`src/rtl/i2c_rb_pkg.sv`:
```
// Shared constants for the register bank slave: register addresses,
// reset values and the transfer state encoding.
package i2c_rb_pkg;
    localparam logic [7:0] A_COMTEST = 8'h0C;
    localparam logic [7:0] A_SAMPLE  = 8'h12;
    localparam logic [7:0] A_SOURCE  = 8'h16;
    localparam logic [7:0] A_STATUS  = 8'h18;
    localparam logic [7:0] A_RELEASE = 8'h1A;
    localparam logic [7:0] A_CTRL1   = 8'h1B;
    localparam logic [7:0] A_CTRL3   = 8'h1D;
    localparam logic [7:0] A_PINCTL  = 8'h1E;

    localparam logic [7:0] RV_CTRL1  = 8'h00;
    localparam logic [6:0] RV_CTRL3  = 7'h06;
    localparam logic [7:0] RV_PINCTL = 8'h08;

    typedef enum logic [2:0] {
        XS_IDLE, XS_ADDR, XS_PTR, XS_WR, XS_RD
    } xfer_state_t;
endpackage

```
`src/rtl/i2c_line_sync.sv`:
```
// Resynchronises both bus lines and reports clock edges plus start and
// stop conditions. Assumes the system clock is well above the bus rate.
module i2c_line_sync #(
    parameter int STAGES = 2
) (
    input  logic clk,
    input  logic rst_n,
    input  logic scl_i,
    input  logic sda_i,
    output logic scl_s,
    output logic sda_s,
    output logic scl_rise,
    output logic scl_fall,
    output logic start_det,
    output logic stop_det
);
    logic [1:0] raw;
    logic [1:0] synced;
    logic       scl_p, sda_p;

    assign raw = {scl_i, sda_i};

    for (genvar g = 0; g < 2; g++) begin : g_line
        logic [STAGES-1:0] chain;
        // shift the line level through the synchroniser chain
        always_ff @(posedge clk) begin
            if (!rst_n) chain <= '1;
            else        chain <= {chain[STAGES-2:0], raw[g]};
        end
        assign synced[g] = chain[STAGES-1];
    end

    assign scl_s = synced[1];
    assign sda_s = synced[0];

    // keep the previous synchronised levels for edge detection
    always_ff @(posedge clk) begin
        if (!rst_n) begin
            scl_p <= 1'b1;
            sda_p <= 1'b1;
        end else begin
            scl_p <= scl_s;
            sda_p <= sda_s;
        end
    end

    assign scl_rise  = scl_s & ~scl_p;
    assign scl_fall  = ~scl_s & scl_p;
    assign start_det = scl_s & scl_p & sda_p & ~sda_s;
    assign stop_det  = scl_s & scl_p & ~sda_p & sda_s;
endmodule

```
`src/rtl/i2c_xfer_engine.sv`:
```
// Bus protocol engine: address match, pointer load, write and read
// streaming with auto-increment. Assumes data changes only while the
// clock is low; drives the data line only after a clock fall.
module i2c_xfer_engine
    import i2c_rb_pkg::*;
#(
    parameter logic [6:0] SLAVE_ADDR = 7'h0F
) (
    input  logic       clk,
    input  logic       rst_n,
    input  logic       sda_s,
    input  logic       scl_rise,
    input  logic       scl_fall,
    input  logic       start_det,
    input  logic       stop_det,
    output logic       sda_pull_o,
    output logic       wr_en,
    output logic       rd_en,
    output logic [7:0] reg_addr,
    output logic [7:0] wr_data,
    input  logic [7:0] rd_data
);
    xfer_state_t st;
    logic [3:0]  cnt;
    logic [7:0]  sr, tx, ptr;
    logic        rw_q, hit_q, mack_q, pull_q;
    logic        busy_edge;

    assign busy_edge  = scl_fall && !start_det && !stop_det;
    assign wr_en      = busy_edge && cnt == 4'd8 && st == XS_WR;
    assign rd_en      = busy_edge && cnt == 4'd9 &&
                        ((st == XS_ADDR && hit_q && rw_q) || (st == XS_RD && mack_q));
    assign reg_addr   = ptr;
    assign wr_data    = sr;
    assign sda_pull_o = pull_q;

    // frame sequencing, shifting, acknowledge and transmit drive
    always_ff @(posedge clk) begin
        if (!rst_n) begin
            st <= XS_IDLE; cnt <= '0; sr <= '0; tx <= '0; ptr <= '0;
            rw_q <= 1'b0; hit_q <= 1'b0; mack_q <= 1'b0; pull_q <= 1'b0;
        end else if (start_det) begin
            st <= XS_ADDR; cnt <= '0; pull_q <= 1'b0;
        end else if (stop_det) begin
            st <= XS_IDLE; cnt <= '0; pull_q <= 1'b0;
        end else if (st != XS_IDLE) begin
            if (scl_rise) begin
                cnt <= cnt + 4'd1;
                if (cnt < 4'd8) sr <= {sr[6:0], sda_s};
                if (cnt == 4'd8) mack_q <= ~sda_s;
            end
            if (scl_fall) begin
                if (cnt == 4'd8) begin
                    unique case (st)
                        XS_ADDR: begin
                            hit_q <= (sr[7:1] == SLAVE_ADDR);
                            rw_q  <= sr[0];
                            pull_q <= (sr[7:1] == SLAVE_ADDR);
                        end
                        XS_PTR:  begin pull_q <= 1'b1; ptr <= sr; end
                        XS_WR:   begin pull_q <= 1'b1; ptr <= ptr + 8'd1; end
                        default: pull_q <= 1'b0;
                    endcase
                end else if (cnt == 4'd9) begin
                    cnt    <= '0;
                    pull_q <= 1'b0;
                    unique case (st)
                        XS_ADDR: begin
                            if (!hit_q) st <= XS_IDLE;
                            else if (rw_q) begin
                                st <= XS_RD; tx <= rd_data; ptr <= ptr + 8'd1;
                                pull_q <= ~rd_data[7];
                            end else st <= XS_PTR;
                        end
                        XS_PTR: st <= XS_WR;
                        XS_RD: begin
                            if (mack_q) begin
                                tx <= rd_data; ptr <= ptr + 8'd1;
                                pull_q <= ~rd_data[7];
                            end else st <= XS_IDLE;
                        end
                        default: st <= st;
                    endcase
                end else if (st == XS_RD && cnt != 4'd0) begin
                    pull_q <= ~tx[3'd7 - cnt[2:0]];
                end
            end
        end
    end


    pull_on_fall_chk: assert property (@(posedge clk) disable iff (!rst_n)
        $rose(sda_pull_o) |-> $past(scl_fall));


    no_ack_foreign_chk: assert property (@(posedge clk) disable iff (!rst_n)
        (busy_edge && cnt == 4'd8 && st == XS_ADDR && sr[7:1] != SLAVE_ADDR) |=> !sda_pull_o);
endmodule

```
`src/rtl/i2c_reg_file.sv`:
```
// Register bank with read side effects, interrupt latching, pin shaping
// and timed soft reset. Assumes at most one access per cycle.
module i2c_reg_file
    import i2c_rb_pkg::*;
#(
    parameter int SRST_CYCLES  = 12_500_000,
    parameter int PULSE_CYCLES = 12_500
) (
    input  logic       clk,
    input  logic       rst_n,
    input  logic       wr_en,
    input  logic       rd_en,
    input  logic [7:0] reg_addr,
    input  logic [7:0] wr_data,
    output logic [7:0] rd_data,
    input  logic [7:0] sample_i,
    input  logic       sample_stb_i,
    input  logic [2:0] event_i,
    output logic [7:0] ctrl1_o,
    output logic [7:0] ctrl3_o,
    output logic       int_pin_o
);
    localparam int SW = $clog2(SRST_CYCLES + 1);
    localparam int PW = $clog2(PULSE_CYCLES + 1);

    logic [7:0]    ctrl1_q, pinctl_q, sample_q;
    logic [6:0]    ctrl3_q;
    logic [2:0]    src_q, accepted;
    logic          ovr_q, fresh_q, srst_busy, active;
    logic [SW-1:0] srst_cnt;
    logic [PW-1:0] pulse_cnt;
    logic          rd_rel, rd_ct, rd_smp;

    assign srst_busy = (srst_cnt != '0);
    assign accepted  = event_i & ctrl1_q[2:0];
    assign rd_rel    = rd_en && reg_addr == A_RELEASE;
    assign rd_ct     = rd_en && reg_addr == A_COMTEST;
    assign rd_smp    = rd_en && reg_addr == A_SAMPLE;
    assign ctrl1_o   = ctrl1_q;
    assign ctrl3_o   = {srst_busy, ctrl3_q};

    // read data selection
    always_comb begin
        unique case (reg_addr)
            A_COMTEST: rd_data = ctrl3_q[4] ? 8'hAA : 8'h55;
            A_SAMPLE:  rd_data = sample_q;
            A_SOURCE:  rd_data = {5'b0, src_q};
            A_STATUS:  rd_data = {2'b0, ovr_q, |src_q, 4'b0};
            A_CTRL1:   rd_data = ctrl1_q;
            A_CTRL3:   rd_data = {srst_busy, ctrl3_q};
            A_PINCTL:  rd_data = pinctl_q;
            default:   rd_data = 8'h00;
        endcase
    end

    // control registers, soft reset timer and test handshake
    always_ff @(posedge clk) begin
        if (!rst_n) begin
            ctrl1_q <= RV_CTRL1; ctrl3_q <= RV_CTRL3; pinctl_q <= RV_PINCTL;
            srst_cnt <= '0;
        end else if (srst_cnt == SW'(1)) begin
            ctrl1_q <= RV_CTRL1; ctrl3_q <= RV_CTRL3; pinctl_q <= RV_PINCTL;
            srst_cnt <= '0;
        end else begin
            if (srst_busy) srst_cnt <= srst_cnt - SW'(1);
            if (wr_en) begin
                unique case (reg_addr)
                    A_CTRL1:  ctrl1_q <= wr_data;
                    A_PINCTL: pinctl_q <= wr_data;
                    A_CTRL3: begin
                        ctrl3_q <= wr_data[6:0];
                        if (wr_data[7] && !srst_busy) srst_cnt <= SW'(SRST_CYCLES);
                    end
                    default: ;
                endcase
            end
            if (rd_ct) ctrl3_q[4] <= 1'b0;
        end
    end

    // sample capture and overrun tracking
    always_ff @(posedge clk) begin
        if (!rst_n) begin
            sample_q <= '0; ovr_q <= 1'b0; fresh_q <= 1'b0;
        end else if (sample_stb_i) begin
            sample_q <= sample_i;
            fresh_q  <= 1'b1;
            if (fresh_q && !rd_smp) ovr_q <= 1'b1;
            else if (rd_smp) ovr_q <= 1'b0;
        end else if (rd_smp) begin
            fresh_q <= 1'b0; ovr_q <= 1'b0;
        end
    end

    // interrupt source latch and pulse timer
    always_ff @(posedge clk) begin
        if (!rst_n) begin
            src_q <= '0; pulse_cnt <= '0;
        end else begin
            src_q <= (rd_rel ? 3'b000 : src_q) | accepted;
            if (|accepted && pinctl_q[2]) pulse_cnt <= PW'(PULSE_CYCLES);
            else if (rd_rel)              pulse_cnt <= '0;
            else if (pulse_cnt != '0)     pulse_cnt <= pulse_cnt - PW'(1);
        end
    end

    assign active    = pinctl_q[2] ? (pulse_cnt != '0) : (|src_q);
    assign int_pin_o = pinctl_q[4] ? (pinctl_q[3] ? active : ~active) : ~pinctl_q[3];


    release_clears_chk: assert property (@(posedge clk) disable iff (!rst_n)
        (rd_rel && accepted == 3'b000) |=> src_q == 3'b000);


    comtest_clear_chk: assert property (@(posedge clk) disable iff (!rst_n)
        rd_ct |=> !ctrl3_q[4]);


    overrun_clear_chk: assert property (@(posedge clk) disable iff (!rst_n)
        (rd_smp && !sample_stb_i) |=> !ovr_q);


    srst_reload_chk: assert property (@(posedge clk) disable iff (!rst_n)
        $fell(srst_busy) |-> (ctrl1_q == RV_CTRL1 && ctrl3_q == RV_CTRL3 && pinctl_q == RV_PINCTL));
endmodule

```
`src/rtl/i2c_regbank_slave.sv`:
```
// Top level: line synchroniser, protocol engine and register bank.
// Assumes an open-drain data line where sda_pull_o pulls it low.
module i2c_regbank_slave #(
    parameter logic [6:0] SLAVE_ADDR   = 7'h0F,
    parameter int         SYNC_STAGES  = 2,
    parameter int         SRST_CYCLES  = 12_500_000,
    parameter int         PULSE_CYCLES = 12_500
) (
    input  logic       clk,
    input  logic       rst_n,
    input  logic       scl_i,
    input  logic       sda_i,
    output logic       sda_pull_o,
    input  logic [7:0] sample_i,
    input  logic       sample_stb_i,
    input  logic [2:0] event_i,
    output logic [7:0] ctrl1_o,
    output logic [7:0] ctrl3_o,
    output logic       int_pin_o
);
    logic       scl_s, sda_s, scl_rise, scl_fall, start_det, stop_det;
    logic       wr_en, rd_en;
    logic [7:0] reg_addr, wr_data, rd_data;

    i2c_line_sync #(.STAGES(SYNC_STAGES)) u_sync (
        .clk(clk), .rst_n(rst_n), .scl_i(scl_i), .sda_i(sda_i),
        .scl_s(scl_s), .sda_s(sda_s), .scl_rise(scl_rise), .scl_fall(scl_fall),
        .start_det(start_det), .stop_det(stop_det)
    );

    i2c_xfer_engine #(.SLAVE_ADDR(SLAVE_ADDR)) u_eng (
        .clk(clk), .rst_n(rst_n), .sda_s(sda_s), .scl_rise(scl_rise),
        .scl_fall(scl_fall), .start_det(start_det), .stop_det(stop_det),
        .sda_pull_o(sda_pull_o), .wr_en(wr_en), .rd_en(rd_en),
        .reg_addr(reg_addr), .wr_data(wr_data), .rd_data(rd_data)
    );

    i2c_reg_file #(.SRST_CYCLES(SRST_CYCLES), .PULSE_CYCLES(PULSE_CYCLES)) u_regs (
        .clk(clk), .rst_n(rst_n), .wr_en(wr_en), .rd_en(rd_en),
        .reg_addr(reg_addr), .wr_data(wr_data), .rd_data(rd_data),
        .sample_i(sample_i), .sample_stb_i(sample_stb_i), .event_i(event_i),
        .ctrl1_o(ctrl1_o), .ctrl3_o(ctrl3_o), .int_pin_o(int_pin_o)
    );
endmodule

```
`config.mk`:
```
export PLATFORM = sky130hd
export DESIGN_NAME = i2c_regbank_slave
export DESIGN_NICKNAME = d
export VERILOG_FILES = /design/src/rtl/i2c_rb_pkg.sv /design/src/rtl/i2c_line_sync.sv /design/src/rtl/i2c_xfer_engine.sv /design/src/rtl/i2c_reg_file.sv /design/src/rtl/i2c_regbank_slave.sv
export SDC_FILE = /design/constraint.sdc
export NUM_CORES = 1
export LEC_CHECK = 0
export BUFFER_PORTS_ARGS = -buffer_cell sky130_fd_sc_hd__buf_4
export CELL_PAD_IN_SITES_DETAIL_PLACEMENT = 0
export CELL_PAD_IN_SITES_GLOBAL_PLACEMENT = 2
export CORE_MARGIN = 2
export CORE_UTILIZATION = 38
export CTS_CLUSTER_DIAMETER = 150
export CTS_CLUSTER_SIZE = 40
export DETAILED_ROUTE_END_ITERATION = 16
export PLACE_DENSITY_LB_ADDON = 0.1
export REMOVE_ABC_BUFFERS = 1
export SLEW_MARGIN = 5
export SYNTH_ARGS = -nofsm -noshare
export SYNTH_HDL_FRONTEND = slang
export SYNTH_SLANG_ARGS = --single-unit
```
`constraint.sdc`:
```
create_clock -name clk -period 3.3 [get_ports clk]
set_clock_uncertainty 0.2 [all_clocks]
set_input_delay 0.165 -clock clk [delete_from_list [all_inputs] [get_ports clk]]
set_output_delay 0.165 -clock clk [all_outputs]
set_load 0.02 [all_outputs]
```
Yosys cells after proc, flatten, opt, wreduce, memory -nomap -nowiden
Cells that the tools add are included.
{ "classes": {"n_reduce_logical": 54, "bitwise_logic": 21, "shift": 0, "n_mul": 0, "n_eq_ne": 26, "n_lt_le_gt_ge": 2, "addsub": 5, "mux": 53, "div_mod_pow": 0} }
{ "op_table": {"columns": ["op", "count"], "rows": [
  ["two-way mux 24 bit", 4],
  ["two-way mux 8 bit", 9],
  ["== test 8 x 5 -> 1 bit (second input constant)", 7],
  ["one-hot mux 8 bit (7 select lines)", 1],
  ["one-hot mux 8 bit (2 select lines)", 3],
  ["two-way mux 14 bit", 3],
  ["== test 24 x 1 -> 1 bit (second input constant)", 1],
  ["nonzero test 24 bit", 1],
  ["nonzero test 3 bit", 8],
  ["subtractor 24 x 1 -> 24 bit (second input constant)", 1],
  ["two-way mux 1 bit", 21],
  ["AND reduction 10 bit", 2],
  ["AND reduction 6 bit", 3],
  ["logical AND 1 bit", 16],
  ["two-way mux 4 bit", 4],
  ["OR reduction 3 bit", 5],
  ["nonzero test 14 bit", 1],
  ["subtractor 14 x 1 -> 14 bit (second input constant)", 1],
  ["two-way mux 3 bit", 4],
  ["!= test 3 x 2 -> 1 bit (second input constant)", 4],
  ["inverter 1 bit", 12],
  ["AND reduction 5 bit", 2],
  ["one-hot mux 3 bit (3 select lines)", 1],
  ["adder 8 x 1 -> 8 bit (second input constant)", 1],
  ["other kinds (27)", 46]
]} }
{ "word_totals": {"mem_bits_rw": 0, "memories": 0, "inputBits": 16, "register_bits": 115, "rom_bits": 0, "latch_bits": 0} }

Longest topological paths before layout
{ "logic_depth": {"word_depth": 13, "mapped_depth": 9, "depth_no_buf": 7} }

Cells and area by module
From an unflattened synthesis, not the netlist that was laid out.
{ "unflattened": {"cells_unflattened": 662, "area_unflattened_um2": 5728.0} }
{ "by_module_without_submodules": {"columns": ["module", "cells_per_inst", "area_each_um2", "seq_area_each_um2", "instances"], "rows": [
  ["i2c_reg_file", 440, 3701.0, 1481.4, 1],
  ["i2c_xfer_engine", 206, 1836.8, 700.7, 1],
  ["i2c_line_sync", 16, 190.2, 120.1, 1]
]} }

Worst setup path before layout
Ideal clock, no wire load.
{ "synth_timing": {"kind": "reg2reg", "from": "register u_eng.cnt[0]", "to": "register u_regs.srst_cnt[14]", "n_path_buf": 4, "arrival_time_ps": 2364, "path_slack_ps": 611, "required_ps": 2975, "path_stages_with_launch": 10, "path_cell_list": "dfxtp_1 > buf_6 > or4b_4 > buf_6 > or4_4 > buf_6 > o21ba_1 > o31ai_4 > buf_6 > a21oi_1"} }
{ "synth_via": {"elab_chain_cells": 4} }
{ "synth_lines": {"columns": ["element", "line_no", "source"], "rows": [
  ["from (decl)", "i2c_xfer_engine.sv:24", "logic [3:0] cnt;"],
  ["from (signal assigned)", "i2c_xfer_engine.sv:48", "cnt <= cnt + 4'd1;"],
  ["== test 4 bit", "i2c_xfer_engine.sv:30", "assign wr_en = busy_edge && cnt == 4'd8 && st == XS_WR;"],
  ["logical AND 1 bit (2 in a row)", "i2c_xfer_engine.sv:30", null],
  ["two-way mux 24 bit", "i2c_reg_file.sv:66", "if (wr_en) begin"],
  ["to (signal assigned)", "i2c_reg_file.sv:65", "if (srst_busy) srst_cnt <= srst_cnt - SW'(1);"],
  ["to (signal assigned)", "i2c_reg_file.sv:72", "if (wr_data[7] && !srst_busy) srst_cnt <= SW'(SRST_CYCLES);"],
  ["to (decl)", "i2c_reg_file.sv:30", "logic [SW-1:0] srst_cnt;"]
]} }
Every way passes these cells.
A chain may end at the register's enable or synchronous reset.

Worst setup path in the final report
{ "layout_timing": {"from": "register u_eng.cnt[0]", "to": "register u_regs.srst_cnt[1]"} }
Same word-level chain as after synthesis.

==> impl_results.html <==
<table>
<tr><th>Metric</th><th>Value</th></tr>
<tr><th colspan="2">Status</th></tr>
<tr><td>Status</td><td>finished, final reports clean</td></tr>
<tr><th colspan="2">Pwr</th></tr>
<tr><td>Static leakage</td><td>0.002702 uW</td></tr>
<tr><td>IR drop worst, VDD</td><td>0.5213 mV</td></tr>
<tr><td>Areal power density over the cells</td><td>798.3 nW/um^2</td></tr>
<tr><th colspan="2">Global route</th></tr>
<tr><td>GRT Residual Overflow</td><td>0</td></tr>
<tr><td>Total global-route track usage</td><td>0.2247</td></tr>
<tr><td>Vias in the first global route</td><td>5,140</td></tr>
<tr><td>Initial antenna violation count</td><td>0</td></tr>
<tr><td>First-pass GRT wire length</td><td>28,450 um</td></tr>
<tr><td>Pin count of the biggest net entering global routing</td><td>26</td></tr>
<tr><th colspan="2">STA</th></tr>
<tr><td>Max-slew headroom at the worst pin</td><td>0.4814</td></tr>
<tr><td>Sum of negative setup slack</td><td>0 ns</td></tr>
<tr><td>Final Hold Fails</td><td>0</td></tr>
<tr><td>Final critical-path share of the clock period</td><td>0.8947</td></tr>
<tr><td>Upper clock frequency limit</td><td>338.7 MHz</td></tr>
<tr><td>Slew at the pin with the worst max-slew slack</td><td>0.7670 ns</td></tr>
<tr><td>Number of max-slew violations in the final report</td><td>0</td></tr>
<tr><td>Shortest clock period the worst path allows after layout</td><td>2.952 ns</td></tr>
<tr><td>Final Hold Slack</td><td>0.2102 ns</td></tr>
<tr><td>Setup repair after global routing missed its margin</td><td>false</td></tr>
<tr><td>Total setup violations reported at the end of the flow</td><td>0</td></tr>
<tr><th colspan="2">Clock tree</th></tr>
<tr><td>Clk buf depth</td><td>2</td></tr>
<tr><td>Number of instances resized during post-cts repair</td><td>0</td></tr>
<tr><td>Total number of H-tree levels</td><td>4</td></tr>
<tr><td>Clock tree from TritonCTS</td><td>yes</td></tr>
<tr><td>Clock slew at the register clock pins of the worst setup and hold paths</td><td>0.06 ns</td></tr>
<tr><td>Number of setup buffers added after CTS</td><td>0</td></tr>
<tr><td>Number of clock sinks</td><td>115</td></tr>
<tr><td>Num CTS Buffers</td><td>17</td></tr>
<tr><td>Cell chosen for the clock root</td><td>sky130_fd_sc_hd__clkbuf_16</td></tr>
<tr><td>Source-to-sink clock delay at the later pin of the worst-skew pair</td><td>0.42 ns</td></tr>
<tr><th colspan="2">Setup path</th></tr>
<tr><td>Critical-path cell with the highest stage delay</td><td>sky130_fd_sc_hd__or4_4</td></tr>
<tr><td>Reg2reg path depth</td><td>5</td></tr>
<tr><td>Stage delay of the slowest cell on the critical path</td><td>0.67 ns</td></tr>
<tr><td>Worst setup path start</td><td>u_eng.cnt[0]</td></tr>
<tr><td>CP startpoint kind</td><td>flip-flop</td></tr>
<tr><td>Critical-path maximum fanout</td><td>12</td></tr>
<tr><td>Critical R2R Launch</td><td>u_eng.cnt[0]</td></tr>
<tr><td>Critical path arrival</td><td>3.02 ns</td></tr>
<tr><td>Critical-path cell list</td><td>or4b_4 &gt; or4_4 &gt; o21ba_1 &gt; o31ai_4 &gt; a211oi_1</td></tr>
<tr><td>Reg-to-reg slack, setup</td><td>0.35 ns</td></tr>
<tr><td>Count of buffer and inverter cells on the critical path</td><td>0</td></tr>
<tr><td>Critical path class</td><td>flip-flop to flip-flop</td></tr>
<tr><td>Destination of the worst register-to-register timing path</td><td>u_regs.srst_cnt[1]</td></tr>
<tr><td>Crit path capture type</td><td>flip-flop</td></tr>
<tr><td>Endpoint required time on the critical path</td><td>3.37 ns</td></tr>
<tr><td>Kind of cell with the highest combined delay on the critical path</td><td>simple AND/OR/NAND/NOR gates</td></tr>
<tr><th colspan="2">Synth</th></tr>
<tr><td>Cell type contributing the most total cell area after synthesis</td><td>sky130_fd_sc_hd__dfxtp_1</td></tr>
<tr><td>Yosys warning count</td><td>0</td></tr>
<tr><td>Post-synthesis share of cell area spent on xor and xnor gates</td><td>0.02369</td></tr>
<tr><td>Netlist Area Pre-Place</td><td>5916 sq um</td></tr>
<tr><td>Average size of a mapped cell</td><td>8.751 sq um</td></tr>
<tr><td>Library cells used by synthesis</td><td>76</td></tr>
<tr><td>Synthesized-area fraction occupied by adder cells</td><td>0.02327</td></tr>
<tr><td>Largest family of logic cells by synthesized area</td><td>simple AND/OR/NAND/NOR gates</td></tr>
<tr><td>Top-area cell type share of the netlist area</td><td>0.3892</td></tr>
<tr><td>Count of mapped cells out of synthesis</td><td>676</td></tr>
<tr><td>Most common cell in the netlist</td><td>sky130_fd_sc_hd__dfxtp_1</td></tr>
<tr><td>Synthesized-area fraction occupied by ao, oa, aoi and oai cells</td><td>0.1882</td></tr>
<tr><td>Flip-flop cell with the highest count after synthesis</td><td>sky130_fd_sc_hd__dfxtp_1</td></tr>
<tr><td>Top cell types by occurrence after synthesis</td><td>sky130_fd_sc_hd__dfxtp_1 (115), sky130_fd_sc_hd__nor2_1 (70), sky130_fd_sc_hd__nand2_1 (54)</td></tr>
<tr><td>Yosys reg bits</td><td>115</td></tr>
<tr><td>Share of synthesized flip-flops with an asynchronous set or reset</td><td>0</td></tr>
<tr><td>Largest cells by area after synthesis</td><td>sky130_fd_sc_hd__dfxtp_1 (39%), sky130_fd_sc_hd__mux2i_1 (7.3%), sky130_fd_sc_hd__nor2_1 (4.4%)</td></tr>
<tr><td>Sequential fraction of the synthesis area</td><td>0.3892</td></tr>
<tr><td>Simple-gate portion of the synthesized area</td><td>0.2532</td></tr>
<tr><td>Proportion of synthesized area in mux cells</td><td>0.08228</td></tr>
<tr><td>Count of flip-flops with a built-in enable after synthesis</td><td>0</td></tr>
<tr><th colspan="2">Place</th></tr>
<tr><td>HPWL after detailed placement</td><td>12,440 um</td></tr>
<tr><td>Placed Cells</td><td>874</td></tr>
<tr><td>Final GP Congestion</td><td>0.8226</td></tr>
<tr><td>Total of buffers placed on input and output ports</td><td>33</td></tr>
<tr><th colspan="2">Layout</th></tr>
<tr><td>Layout Utilization</td><td>0.4742</td></tr>
<tr><td>Total of fill cells in the finished design</td><td>1,492</td></tr>
<tr><td>Share of layout cells above drive strength 1</td><td>0.1413</td></tr>
<tr><td>Signed area change from the synthesized netlist to the final layout</td><td>21.87%</td></tr>
<tr><td>Post-Layout Cell Count</td><td>931</td></tr>
<tr><td>Number of nets in the layout</td><td>757</td></tr>
<tr><td>Antenna diode count</td><td>0</td></tr>
<tr><th colspan="2">Detailed routing</th></tr>
<tr><td>Total wire length</td><td>17,830 um</td></tr>
<tr><td>Starting DRC count in detailed routing</td><td>306</td></tr>
<tr><td>Remaining DRCs</td><td>0</td></tr>
<tr><td>First-pass iteration count of the detailed router</td><td>5</td></tr>
<tr><td>Vias after detailed routing</td><td>5,400</td></tr>
<tr><td>Average wire per cell in the routed design</td><td>19.15 um</td></tr>
<tr><td>Remaining antenna violation count after routing</td><td>0</td></tr>
<tr><td>Average via count per standard cell</td><td>5.800</td></tr>
<tr><th colspan="2">Floorplan</th></tr>
<tr><td>Height of the die</td><td>128.8 um</td></tr>
<tr><td>CORE AREA</td><td>15,200 sq um</td></tr>
<tr><td>Starting Density</td><td>0.3891</td></tr>
<tr><td>Die X</td><td>128.8 um</td></tr>
<tr><td>Die footprint</td><td>16,580 sq um</td></tr>
<tr><td>I/O Pins</td><td>34</td></tr>
<tr><td>Cell Rows</td><td>45</td></tr>
<tr><th colspan="2">Run</th></tr>
<tr><td>Maxcap violations</td><td>0</td></tr>
<tr><th colspan="2">Worst hold path</th></tr>
<tr><td>Class of the worst hold path</td><td>flip-flop to flip-flop</td></tr>
<tr><td>Number of stages on the worst hold path</td><td>1</td></tr>
<tr><td>End point of the worst hold path</td><td>u_sync.g_line[0].chain[1]</td></tr>
<tr><td>Hold_sp</td><td>u_sync.g_line[0].chain[0]</td></tr>
</table>
==> metrics by stage <==
stage                     worst slack (ns)  instance area, sq um  total power [uW]
after floorplan                     0.6761                  5742              3202
final                               0.3476                  7209              5755
after global routing                0.2085                  7209              6133
after global placement              0.3888                  6315              3676
after CTS                           0.3179                  7209              5780
after detailed placement            0.3407                  6315              3724
==> layout make-up <==
type                    count  area, sq um  share of cell area
inverters                  17        63.81            0.008851
clock inverters            12        177.7             0.02464
multi-input cells         509         3376              0.4682
clock buffers              20        466.7             0.06473
well taps                 188        235.2             0.03263
flip-flops and latches    115         2302              0.3193
repair buffers             70        588.1             0.08157
==> cells by family after synthesis <==
| family | after synthesis |
|---|---|
| buf+inv | 52 |
| flops | 115 |
| xor+xnor | 16 |
| fa+ha+maj | 11 |
| mux | 47 |
| compound gates | 159 |
| simple gates | 276 |
==> flip-flops by register name (all words and copies together) (netlist names), 4 cells and up <==
name,flops
u_regs.ctrl1_o,8
u_regs.ctrl3_q,7
u_regs.sample_q,8
u_regs.pinctl_q,8
u_sync.g_line.chain,4
u_regs.pulse_cnt,14
u_regs.srst_cnt,24
u_eng.cnt,4
u_eng.reg_addr,8
u_eng.tx,8
u_eng.wr_data,8
==> report_power, final <==
group | internal [uW] | switching, uW | leakage, uW
Sequential | 1600 | 205 | 0.000935
Clock | 1320 | 692 | 0.000305
Combinational | 740 | 1190 | 0.00146
Total | 3660 | 2090 | 0.00270
==> worst max-delay path by stage <==
stage	endpoint	slack, ns	cells past startpoint
floorplan	u_regs.ctrl1_o[0]	0.68	5
global placement	u_regs.srst_cnt[4]	0.39	5
detailed placement	u_regs.srst_cnt[2]	0.34	5
CTS	u_regs.srst_cnt[1]	0.32	5
global route	u_regs.srst_cnt[1]	0.21	5
finish	u_regs.srst_cnt[1]	0.35	5
==> layer usage <==
| metal | GRT usage | wire, um | vias to the layer above |
|---|---|---|---|
| met1 | 0.3178 | 8837 | 2604 |
| met2 | 0.3268 | 7657 | 148 |
| met4 | 0.07928 | 397 | 0 |
| met3 | 0.06362 | 941 | 30 |
| met5 | 0 | 0 | - |
| li1 | - | - | 2618 |
==> cells in the final DEF, fill, tap and decap left out, drive strengths merged, types with 15 or more instances in the layout <==
master       count
o31ai           18
inv             18
clkbuf          20
or3             18
nor2            70
dfxtp          115
nor3            15
a21oi           40
nand2           54
nand3           24
buf             45
o21ai           21
dlygate4sd3     25
mux2i           43
a31oi           16
==> timing repair <==
item                                    CTS  global route
endpoints found under the hold margin    20             0
hold buffers                             25             0
endpoints found under the setup margin    0             0
(Power assumes the default switching activity.)
